### src/rtl/amw_pkg.sv
package amw_pkg;

  typedef enum logic [1:0] {
    OPC_OTHER     = 2'd0,
    OPC_WIDE      = 2'd1,
    OPC_SHORT_IMM = 2'd2,
    OPC_RSVD      = 2'd3
  } opc_class_e;

  // Advance applied to the matched address to form the stacked PC.
  function automatic logic [1:0] pc_step(input logic [1:0] cls);
    logic [1:0] step;
    case (opc_class_e'(cls))
      OPC_WIDE, OPC_SHORT_IMM: step = 2'd2;
      default:                 step = 2'd1;
    endcase
    return step;
  endfunction

endpackage

### src/rtl/amw_rst_sync.sv
module amw_rst_sync #(
  parameter int STAGES = 2
) (
  input  logic clk,
  input  logic rst_n,
  output logic srst_n
);

  logic [STAGES-1:0] sync_q;
  logic [STAGES-1:0] sync_d;

  always_comb begin
    sync_d = {sync_q[STAGES-2:0], 1'b1};
  end

  always_ff @(posedge clk or negedge rst_n) begin
    if (!rst_n) sync_q <= '0;
    else        sync_q <= sync_d;
  end

  assign srst_n = sync_q[STAGES-1];

endmodule

### src/rtl/amw_cfg_regs.sv
module amw_cfg_regs #(
  parameter int ADDR_W  = 20,
  parameter int NUM_SRC = 2,
  parameter int SEL_W   = 2
) (
  input  logic                           clk,
  input  logic                           srst_n,
  input  logic                           cfg_we,
  input  logic [SEL_W-1:0]               cfg_sel,
  input  logic [ADDR_W-1:0]              cfg_wdata,
  output logic [NUM_SRC-1:0][ADDR_W-1:0] match_addr,
  output logic [NUM_SRC-1:0]             match_en
);

  localparam logic [SEL_W-1:0] EN_SEL = SEL_W'(NUM_SRC);

  genvar gi;
  generate
    for (gi = 0; gi < NUM_SRC; gi++) begin : g_addr
      logic              wr_hit;
      logic [ADDR_W-1:0] addr_d;
      logic [ADDR_W-1:0] addr_q;

      always_comb begin
        wr_hit = cfg_we && (cfg_sel == SEL_W'(gi));
        addr_d = cfg_wdata;
      end

      always_ff @(posedge clk or negedge srst_n) begin
        if (!srst_n)     addr_q <= '0;
        else if (wr_hit) addr_q <= addr_d;
      end

      assign match_addr[gi] = addr_q;
    end
  endgenerate

  logic               en_wr;
  logic [NUM_SRC-1:0] en_d;
  logic [NUM_SRC-1:0] en_q;

  always_comb begin
    en_wr = cfg_we && (cfg_sel == EN_SEL);
    en_d  = cfg_wdata[NUM_SRC-1:0];
  end

  always_ff @(posedge clk or negedge srst_n) begin
    if (!srst_n)    en_q <= '0;
    else if (en_wr) en_q <= en_d;
  end

  assign match_en = en_q;

endmodule

### src/rtl/amw_cmp.sv
module amw_cmp #(
  parameter int ADDR_W  = 20,
  parameter int NUM_SRC = 2
) (
  input  logic                           dec_valid,
  input  logic [ADDR_W-1:0]              dec_addr,
  input  logic [NUM_SRC-1:0][ADDR_W-1:0] match_addr,
  input  logic [NUM_SRC-1:0]             match_en,
  output logic [NUM_SRC-1:0]             hit
);

  genvar gi;
  generate
    for (gi = 0; gi < NUM_SRC; gi++) begin : g_cmp
      always_comb begin
        hit[gi] = dec_valid && match_en[gi] && (dec_addr == match_addr[gi]);
      end
    end
  endgenerate

endmodule

### src/rtl/amw_req_hold.sv
module amw_req_hold
  import amw_pkg::*;
#(
  parameter int ADDR_W  = 20,
  parameter int NUM_SRC = 2,
  parameter int SRC_W   = 1
) (
  input  logic               clk,
  input  logic               srst_n,
  input  logic [NUM_SRC-1:0] hit,
  input  logic [ADDR_W-1:0]  dec_addr,
  input  logic [1:0]         dec_class,
  input  logic               ack,
  output logic               irq_req,
  output logic [SRC_W-1:0]   irq_src,
  output logic [ADDR_W-1:0]  irq_pc
);

  logic              req_q, req_d;
  logic [SRC_W-1:0]  src_q, src_d;
  logic [ADDR_W-1:0] pc_q, pc_d;
  logic              free;
  logic              any_hit;
  logic              load;
  logic              req_en;
  logic [SRC_W-1:0]  win;

  // Lowest index wins: scan downward so the last assignment is the lowest.
  always_comb begin
    win = '0;
    for (int i = NUM_SRC - 1; i >= 0; i--) begin
      if (hit[i]) win = SRC_W'(i);
    end
  end

  always_comb begin
    any_hit = |hit;
    free    = !req_q || ack;
    load    = free && any_hit;
    req_en  = free;
    req_d   = any_hit;
    src_d   = win;
    pc_d    = dec_addr + ADDR_W'(pc_step(dec_class));
  end

  always_ff @(posedge clk or negedge srst_n) begin
    if (!srst_n)     req_q <= 1'b0;
    else if (req_en) req_q <= req_d;
  end

  always_ff @(posedge clk or negedge srst_n) begin
    if (!srst_n) begin
      src_q <= '0;
      pc_q  <= '0;
    end else if (load) begin
      src_q <= src_d;
      pc_q  <= pc_d;
    end
  end

  assign irq_req = req_q;
  assign irq_src = src_q;
  assign irq_pc  = pc_q;

endmodule

### src/rtl/amw_match_irq.sv
module amw_match_irq #(
  parameter int ADDR_W  = 20,
  parameter int NUM_SRC = 2
) (
  input  logic              clk,
  input  logic              rst_n,
  input  logic              cfg_we,
  input  logic [1:0]        cfg_sel,
  input  logic [19:0]       cfg_wdata,
  input  logic              dec_valid,
  input  logic [19:0]       dec_addr,
  input  logic [1:0]        dec_class,
  input  logic              ack,
  output logic              irq_req,
  output logic              irq_src,
  output logic [19:0]       irq_pc
);

  localparam int SRC_W = (NUM_SRC > 1) ? $clog2(NUM_SRC) : 1;
  localparam int SEL_W = $clog2(NUM_SRC + 1);

  logic                           srst_n;
  logic [NUM_SRC-1:0][ADDR_W-1:0] match_addr;
  logic [NUM_SRC-1:0]             match_en;
  logic [NUM_SRC-1:0]             hit;
  logic [SRC_W-1:0]               src_w;

  amw_rst_sync #(.STAGES(2)) u_rst (
    .clk    (clk),
    .rst_n  (rst_n),
    .srst_n (srst_n)
  );

  amw_cfg_regs #(.ADDR_W(ADDR_W), .NUM_SRC(NUM_SRC), .SEL_W(SEL_W)) u_cfg (
    .clk        (clk),
    .srst_n     (srst_n),
    .cfg_we     (cfg_we),
    .cfg_sel    (SEL_W'(cfg_sel)),
    .cfg_wdata  (ADDR_W'(cfg_wdata)),
    .match_addr (match_addr),
    .match_en   (match_en)
  );

  amw_cmp #(.ADDR_W(ADDR_W), .NUM_SRC(NUM_SRC)) u_cmp (
    .dec_valid  (dec_valid),
    .dec_addr   (ADDR_W'(dec_addr)),
    .match_addr (match_addr),
    .match_en   (match_en),
    .hit        (hit)
  );

  logic [ADDR_W-1:0] pc_w;

  amw_req_hold #(.ADDR_W(ADDR_W), .NUM_SRC(NUM_SRC), .SRC_W(SRC_W)) u_req (
    .clk       (clk),
    .srst_n    (srst_n),
    .hit       (hit),
    .dec_addr  (ADDR_W'(dec_addr)),
    .dec_class (dec_class),
    .ack       (ack),
    .irq_req   (irq_req),
    .irq_src   (src_w),
    .irq_pc    (pc_w)
  );

  assign irq_src = src_w[0];
  assign irq_pc  = 20'(pc_w);

endmodule

### config.mk
export PLATFORM = sky130hd
export DESIGN_NAME = amw_match_irq
export DESIGN_NICKNAME = d
export VERILOG_FILES = /design/src/rtl/amw_pkg.sv /design/src/rtl/amw_rst_sync.sv /design/src/rtl/amw_cfg_regs.sv /design/src/rtl/amw_cmp.sv /design/src/rtl/amw_req_hold.sv /design/src/rtl/amw_match_irq.sv
export SDC_FILE = /design/constraint.sdc
export NUM_CORES = 1
export LEC_CHECK = 0
export BUFFER_PORTS_ARGS = -buffer_cell sky130_fd_sc_hd__buf_2
export CORE_MARGIN = 2
export CORE_UTILIZATION = 59
export DETAILED_ROUTE_END_ITERATION = 10
export GPL_TIMING_DRIVEN = 0
export PLACE_DENSITY = 0.95
export SYNTH_ARGS = -nofsm -noshare
export SYNTH_HDL_FRONTEND = slang
export SYNTH_SLANG_ARGS = --single-unit
### constraint.sdc
create_clock -name clk -period 4.73 [get_ports clk]
set_input_delay 0.946 -clock clk [delete_from_list [all_inputs] [get_ports clk]]
set_output_delay 0.946 -clock clk [all_outputs]
set_load 0.05 [all_outputs]
==> load_flow_metrics.sql, run 1 <==
INSERT INTO impl_metrics (metric_group, metric, value, unit) VALUES
('floorplanning', 'boundaryPins', '71', ''),
('power_and_ir_drop', 'power_density', '343', 'mW/mm^2'),
('synthesis', 'ys_seq_elements', '66', ''),
('timing', 'skew', '0.00571', 'ns'),
('drt', 'via_count', '2374', ''),
('synthesis', 'post_synth_main_area_contributors', 'dfrtp_1 (48%), mux2_2 (14%), xnor2_1 (8.1%)', ''),
('timing', 'achievable-frequency', '0.367', 'GHz'),
('timing', 'final.setup.worst_slack', '2.00', 'ns'),
('clocking', 'cts.root.buffer_cell', 'clkbuf_8', ''),
('clocking', 'htree_levels', '3', ''),
('timing', 'worst_pin_slew', '0.678', 'ns'),
('worst_setup_path', 'worst_r2r_endpoint', 'u_req.irq_pc[4]', ''),
('drt', 'drt-wirelength-per-cell', '17.2', 'um'),
('timing', 'post-route-period-util', '0.576', ''),
('worst_setup_path', 'worst-r2r-cell-count', '6', ''),
('timing', 'finalSetupViolCount', '0', ''),
('synthesis', 'post_synth.cell_area_avg', '12.9', 'um^2'),
('clocking', 'postCtsResizedCells', '0', ''),
('layout', 'area_growth_syn_to_layout', '18.2', '%'),
('layout', 'layout.nets', '394', ''),
('floorplanning', 'die-area', '0.00647', 'mm^2'),
('place', 'detailedPlace.worstSlack', '1.67', 'ns'),
('floorplanning', 'fp.coreArea', '0.00557', 'mm^2'),
('synthesis', 'netlist.area_leader.share', '0.479', ''),
('place', 'place.detailed.hpwl', '5500', 'um'),
('power_and_ir_drop', 'power.ir.vdd_worst', '0.215', 'mV'),
('worst_setup_path', 'crit_path_end', 'u_req.irq_pc[10]', ''),
('clocking', 'cts_tree', 'done', ''),
('layout', 'antenna_cells', '0', ''),
('drt', 'route.detailed.drc', '0', ''),
('power_and_ir_drop', 'post-layout-total-power', '1.40', 'mW'),
('synthesis', 'yosysWarningCount', '0', ''),
('drt', 'route.detailed.vias_per_inst', '5.67', ''),
('drt', 'finalWirelength', '7200', 'um'),
('place', 'gp_congestion', '0.802', ''),
('worst_setup_path', 'worstSetupStartpointType', 'input pin', ''),
('layout', 'drive_gt1_frac', '0.452', ''),
('drt', 'first_iter_violations', '133', ''),
('grt', 'grt_pass1_wl', '12000', 'um'),
('clocking', 'cts.sinks', '66', ''),
('worst_setup_path', 'cp.required', '4.96', 'ns'),
('worst_setup_path', 'path_class', 'input pin to register', ''),
('floorplanning', 'floorplan.die.width', '80.4', 'um'),
('synthesis', 'postSynthNetCount', '319', ''),
('synthesis', 'synth_seq_area_share', '0.479', ''),
('place', 'placed_cells_incl_taps', '403', ''),
('worst_setup_path', 'worst_r2r_startpoint', 'u_cfg.g_addr[1].addr_q[7]', ''),
('grt', 'first_global_vias', '2479', ''),
('place', 'place.port_buffers', '63', ''),
('timing', 'final_max_slew_viol_count', '0', ''),
('timing', 'sum_of_negative_setup_slack', '0', 'ns'),
('grt', 'grt_max_degree', '44', ''),
('worst_setup_path', 'critPathCaptureType', 'register', ''),
('worst_setup_path', 'crit_arrival', '2.96', 'ns'),
('clocking', 'hold_buffers', '0', ''),
('layout', 'finish.cell_count_without_fillers', '419', ''),
('timing', 'slew_margin_rel', '0.545', ''),
('clocking', 'post_cts_buffers', '0', ''),
('drt', 'drt_first_pass_iters', '4', ''),
('clocking', 'clockBufferDepth', '2', ''),
('synthesis', 'yosysTopAreaCell', 'dfrtp_1', ''),
('clocking', 'cts.reportedPaths.clkPinSlew', '0.07', 'ns'),
('floorplanning', 'row_count', '27', ''),
('job', 'max_cap_violations', '0', ''),
('timing', 'grt_setup_unrepaired', 'false', ''),
('grt', 'antenna_found_initial', '0', ''),
('power_and_ir_drop', 'leakage', '1.87', 'nW'),
('outcome', 'status', 'finished, final reports clean', ''),
('layout', 'final_util', '0.731', ''),
('hold_path', 'hold_path_class', 'register to async pin', ''),
('timing', 'timing.final.hold_violations', '0', ''),
('timing', 'post_route_minimum_period', '2.73', 'ns'),
('clocking', 'clock_latency', '0.35', 'ns'),
('worst_setup_path', 'worst-r2r-setup-slack', '2.65', 'ns'),
('synthesis', 'post_synth_inst_count', '267', ''),
('floorplanning', 'floorplan.initialDensity', '0.618', ''),
('grt', 'grt-ovfl-total', '0', ''),
('synthesis', 'netlist_area', '0.00344', 'mm^2'),
('worst_setup_path', 'crit_fanout', '6', ''),
('floorplanning', 'dieHeight', '80.4', 'um'),
('grt', 'grtUsageTotal', '0.254', ''),
('clocking', 'cts-buffers-inserted', '9', ''),
('worst_setup_path', 'critical_path.startpoint', 'dec_class[0]', ''),
('synthesis', 'ys_types', '36', ''),
('drt', 'drt.antenna.violating_nets', '0', '');
## area by class of cell
cell class,count,area (um^2)
buffer,13,72.6
clock buffer,15,196
clock inverter,1,5.00
fill,377,1500
inverter,4,15.0
multi-input combinational,184,1710
sequential,66,1650
tap,72,90.1
timing repair buffer,64,335
## flip-flops by register name, indices dropped and copies added, names as in the netlist
register             cells
u_cfg.g_addr.addr_q     40
u_rst.sync_q             2
u_req.irq_req            1
u_cfg.match_en           2
u_req.irq_src            1
u_req.irq_pc            20
## cell usage after synthesis, drive strengths merged
cell type,instances
dfrtp,66
mux2,60
xnor2,32
xor2,27
nand3,9
nor4,9
nand4,8
buf,7
clkbuf,6
nand2,5
nor2,5
and3,4
inv,4
and4,3
nor3,3
a21oi,2
and2,2
ha,2
mux2i,2
nand3b,2
a31oi,1
a32o,1
conb,1
fa,1
nand2b,1
nand4bb,1
nor3b,1
o211ai,1
or2b,1
## cell families after synthesis
group,synth area share
flops,0.479
xor+xnor,0.150
buf+inv,0.0254
fa+ha+maj,0.0131
other cells,0.00109
simple gates,0.0992
compound gates,0.0102
mux,0.222
## critical path, stage by stage
cell	delay [ns]
buf_2	0.10
xor2_1	0.29
inv_1	0.09
ha_1	0.21
fa_1	0.43
nand4_1	0.15
nor2_1	0.14
and3_1	0.21
xor2_1	0.14
mux2_4	0.25
## report_power, final
group | leakage, nW | internal [mW] | total (mW) | switching, mW
Sequential | 0.816 | 0.634 | 0.684 | 0.0504
Combinational | 0.946 | 0.130 | 0.245 | 0.115
Clock | 0.106 | 0.262 | 0.469 | 0.208
## per-stage QoR
step | hold slack, ns | area [um^2]
floorplan | 0.331 | 3440
global placement | 0.337 | 3850
detailed placement | 0.249 | 3870
CTS | 0.255 | 4070
global route | 0.279 | 4070
finish | 0.233 | 4070
## placed cells by master, fill, tap and decap left out, types with 2 or more instances in the layout
master    netlist  layout
mux2i_1         2       2
xor2_1         27      27
mux2_4         18      18
buf_6           2       2
nand2_1         5       5
mux2_2         42      42
buf_2           5      68
and3_4          2       2
a21oi_1         2       2
nor2_1          5       5
ha_1            2       2
nor4_2          2       2
nand3_1         9       9
and2_1          2       2
dfrtp_1        66      65
nand4_1         8       8
nor4_1          7       7
clkbuf_2        2       2
nand3b_1        2       2
and4_1          2       2
clkbuf_8        0      14
nor3_1          3       3
clkbuf_1        4       5
xnor2_1        32      32
inv_1           4       4
## how the worst min path moves through the flow
stage	start	end	slack [ns]	depth (start not counted)
finish	u_rst.sync_q[1]	u_cfg.g_addr[0].addr_q[14]	0.23	0
global route	u_rst.sync_q[1]	u_cfg.g_addr[1].addr_q[17]	0.28	0
CTS	u_rst.sync_q[1]	u_cfg.g_addr[0].addr_q[12]	0.25	0
detailed placement	u_rst.sync_q[1]	u_cfg.g_addr[1].addr_q[16]	0.25	0
global placement	u_rst.sync_q[0]	u_rst.sync_q[1]	0.34	0
floorplan	u_rst.sync_q[0]	u_rst.sync_q[1]	0.33	0
## per-layer routing
layer / up-vias / GRT usage / share of wire / routed length (um)
li1: 1092 / - / - / -
met5: - / 0 / 0 / 0
met2: 77 / 0.400 / 0.51 / 3640
met3: 17 / 0.0663 / 0.054 / 391
met1: 1188 / 0.323 / 0.41 / 2960
met4: 0 / 0.131 / 0.028 / 202
No activity file was read; power rests on OpenSTA's default activity.
==> run 2: changes to the inputs <==
--- a/config.mk
+++ b/config.mk
@@ -7,10 +7,10 @@
 export LEC_CHECK = 0
 export BUFFER_PORTS_ARGS = -buffer_cell sky130_fd_sc_hd__buf_2
 export CORE_MARGIN = 2
-export CORE_UTILIZATION = 59
+export CORE_UTILIZATION = 55
 export DETAILED_ROUTE_END_ITERATION = 10
 export GPL_TIMING_DRIVEN = 0
-export PLACE_DENSITY = 0.95
+export PLACE_DENSITY = 0.9
 export SYNTH_ARGS = -nofsm -noshare
 export SYNTH_HDL_FRONTEND = slang
 export SYNTH_SLANG_ARGS = --single-unit
==> constraint.sdc (replaced) <==
create_clock -name clk -period 2.7 [get_ports clk]
set_input_delay 0.54 -clock clk [delete_from_list [all_inputs] [get_ports clk]]
set_output_delay 0.54 -clock clk [all_outputs]
set_load 0.05 [all_outputs]
==> run 2 against run 1 <==
Net effect: combinational power grew 75%; final cell count is 0.95% higher; sequential cell count did not move; die area is 6.9% higher; clock power up 79%; global-route usage shrank 2.5 points; sequential share of layout area decreased by 0.10 points; critical path type unchanged; largest power group unchanged.
==> load_flow_metrics.sql, run 2 (synthesis results as in run 1) <==
INSERT INTO impl_metrics (metric_group, metric, value, unit) VALUES
('floorplanning', 'row_count', '28', ''),
('clocking', 'clockBufferDepth', '2', ''),
('clocking', 'cts.root.buffer_cell', 'clkbuf_8', ''),
('clocking', 'postCtsResizedCells', '0', ''),
('layout', 'finish.cell_count_without_fillers', '423', ''),
('timing', 'skew', '0.00625', 'ns'),
('worst_setup_path', 'cp.required', '2.93', 'ns'),
('power_and_ir_drop', 'power.share.switching', '0.264', ''),
('layout', 'layout.cells.most_common_list', 'buf_2 (68), dfrtp_1 (65), mux2_2 (42)', ''),
('layout', 'fillers', '453', ''),
('power_and_ir_drop', 'power_density', '604', 'mW/mm^2'),
('layout', 'layout.nets', '395', ''),
('floorplanning', 'boundaryPins', '71', ''),
('power_and_ir_drop', 'leakage', '1.87', 'nW'),
('drt', 'via_count', '2333', ''),
('drt', 'drt_first_pass_iters', '4', ''),
('timing', 'sum_of_negative_setup_slack', '0', 'ns'),
('clocking', 'cts_tree', 'done', ''),
('place', 'place.detailed.hpwl', '5490', 'um'),
('timing', 'post-route-period-util', '0.877', ''),
('layout', 'final_util', '0.681', ''),
('worst_setup_path', 'worst-r2r-setup-slack', '0.63', 'ns'),
('floorplanning', 'floorplan.die.width', '83.1', 'um'),
('clocking', 'clock_latency', '0.35', 'ns'),
('hold_path', 'hold_path_class', 'register to async pin', ''),
('job', 'max_cap_violations', '0', ''),
('timing', 'achievable-frequency', '0.422', 'GHz'),
('power_and_ir_drop', 'switching_component_of_the_power', '651', 'uW'),
('power_and_ir_drop', 'pwr-share-seq', '0.485', ''),
('timing', 'slew_margin_rel', '0.490', ''),
('drt', 'route.detailed.drc', '0', ''),
('grt', 'first_global_vias', '2492', ''),
('timing', 'grt_setup_unrepaired', 'false', ''),
('drt', 'drt.antenna.violating_nets', '0', ''),
('layout', 'max_flop_register', 'u_cfg.g_addr.addr_q', ''),
('timing', 'final_max_slew_viol_count', '0', ''),
('outcome', 'status', 'finished, final reports clean', ''),
('grt', 'antenna_found_initial', '0', ''),
('worst_setup_path', 'worst-r2r-cell-count', '6', ''),
('timing', 'timing.final.hold_violations', '0', ''),
('drt', 'route.detailed.vias_per_inst', '5.52', ''),
('grt', 'grt_pass1_wl', '12400', 'um'),
('power_and_ir_drop', 'p_int', '1.82', 'mW'),
('timing', 'post_route_minimum_period', '2.37', 'ns'),
('layout', 'layout.cells.most_common', 'buf_2', ''),
('layout', 'antenna_cells', '0', ''),
('clocking', 'htree_levels', '3', ''),
('worst_setup_path', 'crit_fanout', '6', ''),
('clocking', 'cts.reportedPaths.clkPinSlew', '0.07', 'ns'),
('grt', 'grt-ovfl-total', '0', ''),
('worst_setup_path', 'path_class', 'input pin to register', ''),
('drt', 'drt-wirelength-per-cell', '17.3', 'um'),
('layout', 'largest_register_ffs', '40', ''),
('place', 'gp_congestion', '0.796', ''),
('worst_setup_path', 'worstSetupStartpointType', 'input pin', ''),
('timing', 'finalSetupViolCount', '0', ''),
('drt', 'finalWirelength', '7300', 'um'),
('power_and_ir_drop', 'p_clk_frac', '0.340', ''),
('floorplanning', 'die-area', '0.00691', 'mm^2'),
('worst_setup_path', 'crit_arrival', '2.60', 'ns'),
('grt', 'grt_max_degree', '36', ''),
('place', 'place.port_buffers', '63', ''),
('layout', 'area_growth_syn_to_layout', '18.5', '%'),
('floorplanning', 'dieHeight', '83.1', 'um'),
('place', 'placed_cells_incl_taps', '406', ''),
('grt', 'grtUsageTotal', '0.229', ''),
('floorplanning', 'fp.coreArea', '0.00599', 'mm^2'),
('timing', 'worst_pin_slew', '0.760', 'ns'),
('worst_setup_path', 'critPathCaptureType', 'register', ''),
('clocking', 'cts-buffers-inserted', '9', ''),
('clocking', 'post_cts_buffers', '0', ''),
('power_and_ir_drop', 'power.ir.vdd_worst', '0.442', 'mV'),
('power_and_ir_drop', 'power.combinational.fraction', '0.174', ''),
('floorplanning', 'floorplan.initialDensity', '0.575', ''),
('clocking', 'cts.sinks', '66', ''),
('layout', 'drive_gt1_frac', '0.445', ''),
('drt', 'first_iter_violations', '124', '');
==> run 2: cell types whose count changed in the layout (fill, tap and decap cells not counted) <==
cell,delta
bufinv_16,+1
clkbuf_1,+2
clkbuf_8,-3
dlygate4sd3_1,+1
==> run 2: worst paths after layout <==
| check | to | startpoint |
|---|---|---|
| min reg2reg | u_cfg.g_addr[0].addr_q[17] | u_rst.sync_q[1] |
| max in group asynchronous | u_cfg.g_addr[0].addr_q[3] | u_rst.sync_q[1] |
| min in group clk | u_rst.sync_q[1] | u_rst.sync_q[0] |
| max | u_req.irq_pc[10] | dec_class[0] |
| max reg2reg | u_req.irq_pc[18] | u_cfg.g_addr[0].addr_q[17] |
| min | u_cfg.g_addr[0].addr_q[17] | u_rst.sync_q[1] |
==> run 2: through the flow <==
stage	hold WS (ns)	total power, mW	setup WS [ns]	cell area (um^2)
2_1_floorplan	0.244	1.50	0.324	3440
3_3_place_gp	0.325	1.61	0.0685	3850
3_5_place_dp	0.326	1.64	0.00126	3870
4_1_cts	0.334	2.48	0.346	4080
5_1_grt	0.381	2.58	0.228	4080
6_report	0.316	2.47	0.332	4080
==> run 2: per-layer routing <==
layer,wire length [um],vias up,share of wire,GRT usage
met3,351,15,0.048,0.0676
li1,-,1086,-,-
met2,3550,66,0.49,0.358
met5,0,-,0,0
met1,3260,1166,0.45,0.304
met4,137,0,0.019,0.0849
==> run 2: final cells by class <==
cell class,count,area [um^2],share of cell area
clock buffers,14,163,0.0398
inverters,4,15.0,0.00368
well taps,75,93.8,0.0230
repair buffers,65,345,0.0846
multi-input cells,184,1710,0.418
clock inverters,2,35.0,0.00858
flip-flops and latches,66,1650,0.405
plain buffers,13,72.6,0.0178
==> run 2: worst max-delay path, stage by stage <==
cell and delay, ns:
buf_2 0.10, xor2_1 0.32, inv_1 0.09, ha_1 0.22, fa_1 0.43, nand4_1 0.16, nor2_1 0.14, and3_1 0.22
xor2_1 0.13, mux2_4 0.25
==> run 2: repair_timing <==
item | in CTS | in global routing
endpoints found under the hold margin | 2 | 0
setup endpoints to repair | 0 | 0
hold buffers | 1 | 0
==> run 2: power groups by stage <==
stage                     sequential [mW]  clock [mW]  combinational (mW)
final                                1.20       0.840               0.429
after global routing                 1.21       0.892               0.470
after CTS                            1.20       0.849               0.431
after detailed placement             1.22           0               0.423
after global placement               1.22           0               0.395
after floorplan                      1.20           0               0.299
==> run 3: changes to the inputs <==
--- a/config.mk
+++ b/config.mk
@@ -5,12 +5,14 @@
 export SDC_FILE = /design/constraint.sdc
 export NUM_CORES = 1
 export LEC_CHECK = 0
+export ABC_AREA = 1
 export BUFFER_PORTS_ARGS = -buffer_cell sky130_fd_sc_hd__buf_2
 export CORE_MARGIN = 2
-export CORE_UTILIZATION = 55
+export CORE_UTILIZATION = 56
 export DETAILED_ROUTE_END_ITERATION = 10
 export GPL_TIMING_DRIVEN = 0
 export PLACE_DENSITY = 0.9
+export SKIP_LAST_GASP = 1
 export SYNTH_ARGS = -nofsm -noshare
 export SYNTH_HDL_FRONTEND = slang
 export SYNTH_SLANG_ARGS = --single-unit
==> run 3 against run 2 <==
Net effect: final cell count up 66%; first-iteration DRC count up 59%; synthesized cell count up 100%; power up 1.7%; critical endpoint is now u_req.irq_pc[12].
==> load_flow_metrics.sql, run 3 <==
INSERT INTO impl_metrics (metric_group, metric, value, unit) VALUES
('timing', 'sum_of_negative_setup_slack', '0', 'ns'),
('synthesis', 'yosysWarningCount', '0', ''),
('worst_setup_path', 'cp.required', '2.98', 'ns'),
('drt', 'via_count', '3593', ''),
('floorplanning', 'dieHeight', '86.1', 'um'),
('power_and_ir_drop', 'power.ir.vdd_worst', '0.389', 'mV'),
('synthesis', 'synth.top_cells.by_count', 'nand2_1 (206), inv_1 (91), dfrtp_1 (66)', ''),
('clocking', 'htree_levels', '3', ''),
('worst_setup_path', 'worstSetupPathDepth', '14', ''),
('place', 'gp_congestion', '0.899', ''),
('timing', 'achievable-frequency', '0.483', 'GHz'),
('clocking', 'cts-buffers-inserted', '9', ''),
('clocking', 'cts.sinks', '66', ''),
('job', 'max_cap_violations', '0', ''),
('synthesis', 'netlist.area_leader.share', '0.437', ''),
('synthesis', 'ys_seq_elements', '66', ''),
('synthesis', 'post_synth.cell_area_avg', '7.01', 'um^2'),
('worst_setup_path', 'critical-path-top-cell-by-count', 'nand2_1', ''),
('synthesis', 'yosysTopAreaCell', 'dfrtp_1', ''),
('floorplanning', 'row_count', '29', ''),
('clocking', 'cts.reportedPaths.clkPinSlew', '0.07', 'ns'),
('worst_setup_path', 'worstSetupStartpointType', 'input pin', ''),
('grt', 'grt_pass1_wl', '16100', 'um'),
('drt', 'finalWirelength', '9480', 'um'),
('grt', 'grt_max_degree', '44', ''),
('place', 'placed_cells_incl_taps', '686', ''),
('synthesis', 'postSynthNetCount', '591', ''),
('layout', 'final_area', '0.00446', 'mm^2'),
('grt', 'grtUsageTotal', '0.279', ''),
('layout', 'antenna_cells', '0', ''),
('timing', 'skew', '0.00992', 'ns'),
('worst_setup_path', 'path_class', 'input pin to register', ''),
('floorplanning', 'fp.coreArea', '0.00642', 'mm^2'),
('layout', 'area_growth_syn_to_layout', '18.1', '%'),
('worst_setup_path', 'critPathCaptureType', 'register', ''),
('clocking', 'clockBufferDepth', '2', ''),
('grt', 'antenna_found_initial', '0', ''),
('power_and_ir_drop', 'leakage', '2.54', 'nW'),
('clocking', 'post_cts_buffers', '0', ''),
('layout', 'largest_register_ffs', '40', ''),
('drt', 'drt_first_pass_iters', '5', ''),
('drt', 'drt-wirelength-per-cell', '13.5', 'um'),
('layout', 'layout.nets', '673', ''),
('worst_setup_path', 'crit_fanout', '6', ''),
('layout', 'max_flop_register', 'u_cfg.g_addr.addr_q', ''),
('synthesis', 'synth-main-ff-cell', 'dfrtp_1', ''),
('timing', 'grt_setup_unrepaired', 'false', ''),
('floorplanning', 'floorplan.initialDensity', '0.588', ''),
('synthesis', 'synth_async_sr_flop_share', '1.00', ''),
('place', 'place.port_buffers', '69', ''),
('floorplanning', 'floorplan.die.width', '86.1', 'um'),
('layout', 'finish.cell_count_without_fillers', '703', ''),
('synthesis', 'post_synth_inst_count', '539', ''),
('timing', 'post_route_minimum_period', '2.07', 'ns'),
('synthesis', 'synth_seq_area_share', '0.437', ''),
('drt', 'drt.antenna.violating_nets', '0', ''),
('place', 'detailed_place.area', '0.00424', 'mm^2'),
('grt', 'first_global_vias', '3579', ''),
('floorplanning', 'die-area', '0.00742', 'mm^2'),
('worst_setup_path', 'crit_slowest_cell', 'ha_1', ''),
('worst_setup_path', 'worst-r2r-setup-slack', '1.03', 'ns'),
('timing', 'slew_margin_rel', '0.662', ''),
('worst_setup_path', 'worst-r2r-cell-count', '12', ''),
('synthesis', 'synth_most_common_cell', 'nand2_1', ''),
('worst_setup_path', 'worst_path_buffer_plus_inverter_count', '3', ''),
('place', 'place.detailed.hpwl', '7330', 'um'),
('power_and_ir_drop', 'power_density', '563', 'mW/mm^2'),
('layout', 'layout.cells.most_common', 'nand2_1', ''),
('worst_setup_path', 'worstPathCellList', 'buf_2 -> xnor2_1 -> ha_1 -> fa_1 -> nand3_1 -> nor2_1 -> nand2_1 -> nor2_4 -> inv_1 -> o21ai_0 -> nand2_1 -> nand3_1 -> nand2_1 -> inv_1', ''),
('grt', 'grt-ovfl-total', '0', ''),
('timing', 'post-route-period-util', '0.767', ''),
('clocking', 'clock_latency', '0.35', 'ns'),
('timing', 'post_route_worst_hold_slack', '0.233', 'ns'),
('worst_setup_path', 'crit_arrival', '2.35', 'ns'),
('floorplanning', 'boundaryPins', '71', ''),
('drt', 'first_iter_violations', '197', ''),
('clocking', 'cts_tree', 'done', ''),
('timing', 'final_max_slew_viol_count', '0', ''),
('worst_setup_path', 'cpLargestDelayFamily', 'simple AND/OR/NAND/NOR gates', ''),
('drt', 'route.detailed.vias_per_inst', '5.11', ''),
('timing', 'finalSetupViolCount', '0', ''),
('timing', 'timing.final.hold_violations', '0', ''),
('hold_path', 'hold_path_class', 'register to async pin', ''),
('worst_setup_path', 'cp_max_stage_delay', '0.22', 'ns'),
('synthesis', 'ys_types', '29', ''),
('outcome', 'status', 'finished, final reports clean', ''),
('timing', 'worst_pin_slew', '0.506', 'ns'),
('drt', 'route.detailed.drc', '0', ''),
('synthesis', 'netlist_area', '0.00378', 'mm^2'),
('synthesis', 'post_synth_main_area_contributors', 'dfrtp_1 (44%), nand2_1 (20%), inv_1 (9.0%)', ''),
('layout', 'drive_gt1_frac', '0.184', ''),
('clocking', 'cts.root.buffer_cell', 'clkbuf_8', ''),
('layout', 'layout.cells.most_common_list', 'nand2_1 (206), inv_1 (91), buf_2 (70)', ''),
('synthesis', 'synth_enable_flop_cells', '0', '');
## run 3: changes by cell type after synthesis, moves of 28 or more
cell     delta
nand2_1   +201
inv_1      +87
o21ai_0    +48
mux2_2     -42
nor2_1     +29
xnor2_1    -28
## run 3: final cells by class
class / instances / area (um^2)
fillers: 543 / 1960
multi-input cells: 361 / 1670
plain buffers: 14 / 83.8
clock buffers: 11 / 131
well taps: 77 / 96.3
flip-flops and latches: 66 / 1650
repair buffers: 71 / 375
clock inverters: 5 / 78.8
inverters: 98 / 368
## run 3: kinds of logic after synthesis
group                      synth area share
and+or+nand+nor                       0.302
buffers and inverters                 0.120
DFF                                   0.437
AOI/OAI and AO/OA                    0.0888
xor gates and xnor gates             0.0394
adders and majority gates            0.0119
other                              0.000993
## run 3: path summary, 6_finish.rpt
check | startpoint | to
hold / removal | u_rst.sync_q[1] | u_cfg.g_addr[1].addr_q[16]
setup / recovery | dec_class[0] | u_req.irq_pc[12]
min in group clk | u_rst.sync_q[0] | u_rst.sync_q[1]
setup reg to reg | u_cfg.g_addr[1].addr_q[18] | u_req.irq_pc[12]
hold reg to reg | u_rst.sync_q[1] | u_cfg.g_addr[1].addr_q[16]
max in group asynchronous | u_rst.sync_q[1] | u_req.irq_pc[13]
## run 3: per-stage QoR
step / util / worst slack (ns) / power [mW]
final: 0.695 / 0.629 / 2.51
after floorplan: - / 0.644 / 1.45
after global placement: 0.657 / 0.107 / 1.58
after CTS: 0.695 / 0.635 / 2.52
after global routing: 0.695 / 0.402 / 2.65
after detailed placement: 0.660 / 0.313 / 1.61
## run 3: worst reg2reg max path, cell delays in order (launching register included)
cell and delay, ns:
dfrtp_1 0.40, inv_1 0.05, nand2_1 0.05, nand2_1 0.09
nor2_1 0.14, nand2_1 0.09, nor2_1 0.13, nand3_2 0.14
nand2_2 0.12, buf_4 0.17, nand3_1 0.09, nand2_1 0.07
inv_1 0.03
## run 3: repair_timing
item                                   in CTS  in global routing
gates resized for setup                     0                  0
endpoints found under the hold margin       2                  0
hold buffers                                1                  0
## run 3: where the power goes
group | total (mW) | switching [mW] | leakage [nW] | internal, mW
sequential | 1.19 | 0.0967 | 0.812 | 1.09
clock | 0.907 | 0.387 | 0.107 | 0.519
combinational | 0.416 | 0.255 | 1.63 | 0.161
## run 3: routing by layer
layer	track usage	wire, um
met1	0.341	3910
met2	0.475	4640
met3	0.0539	623
met4	0.131	304
met5	0	0
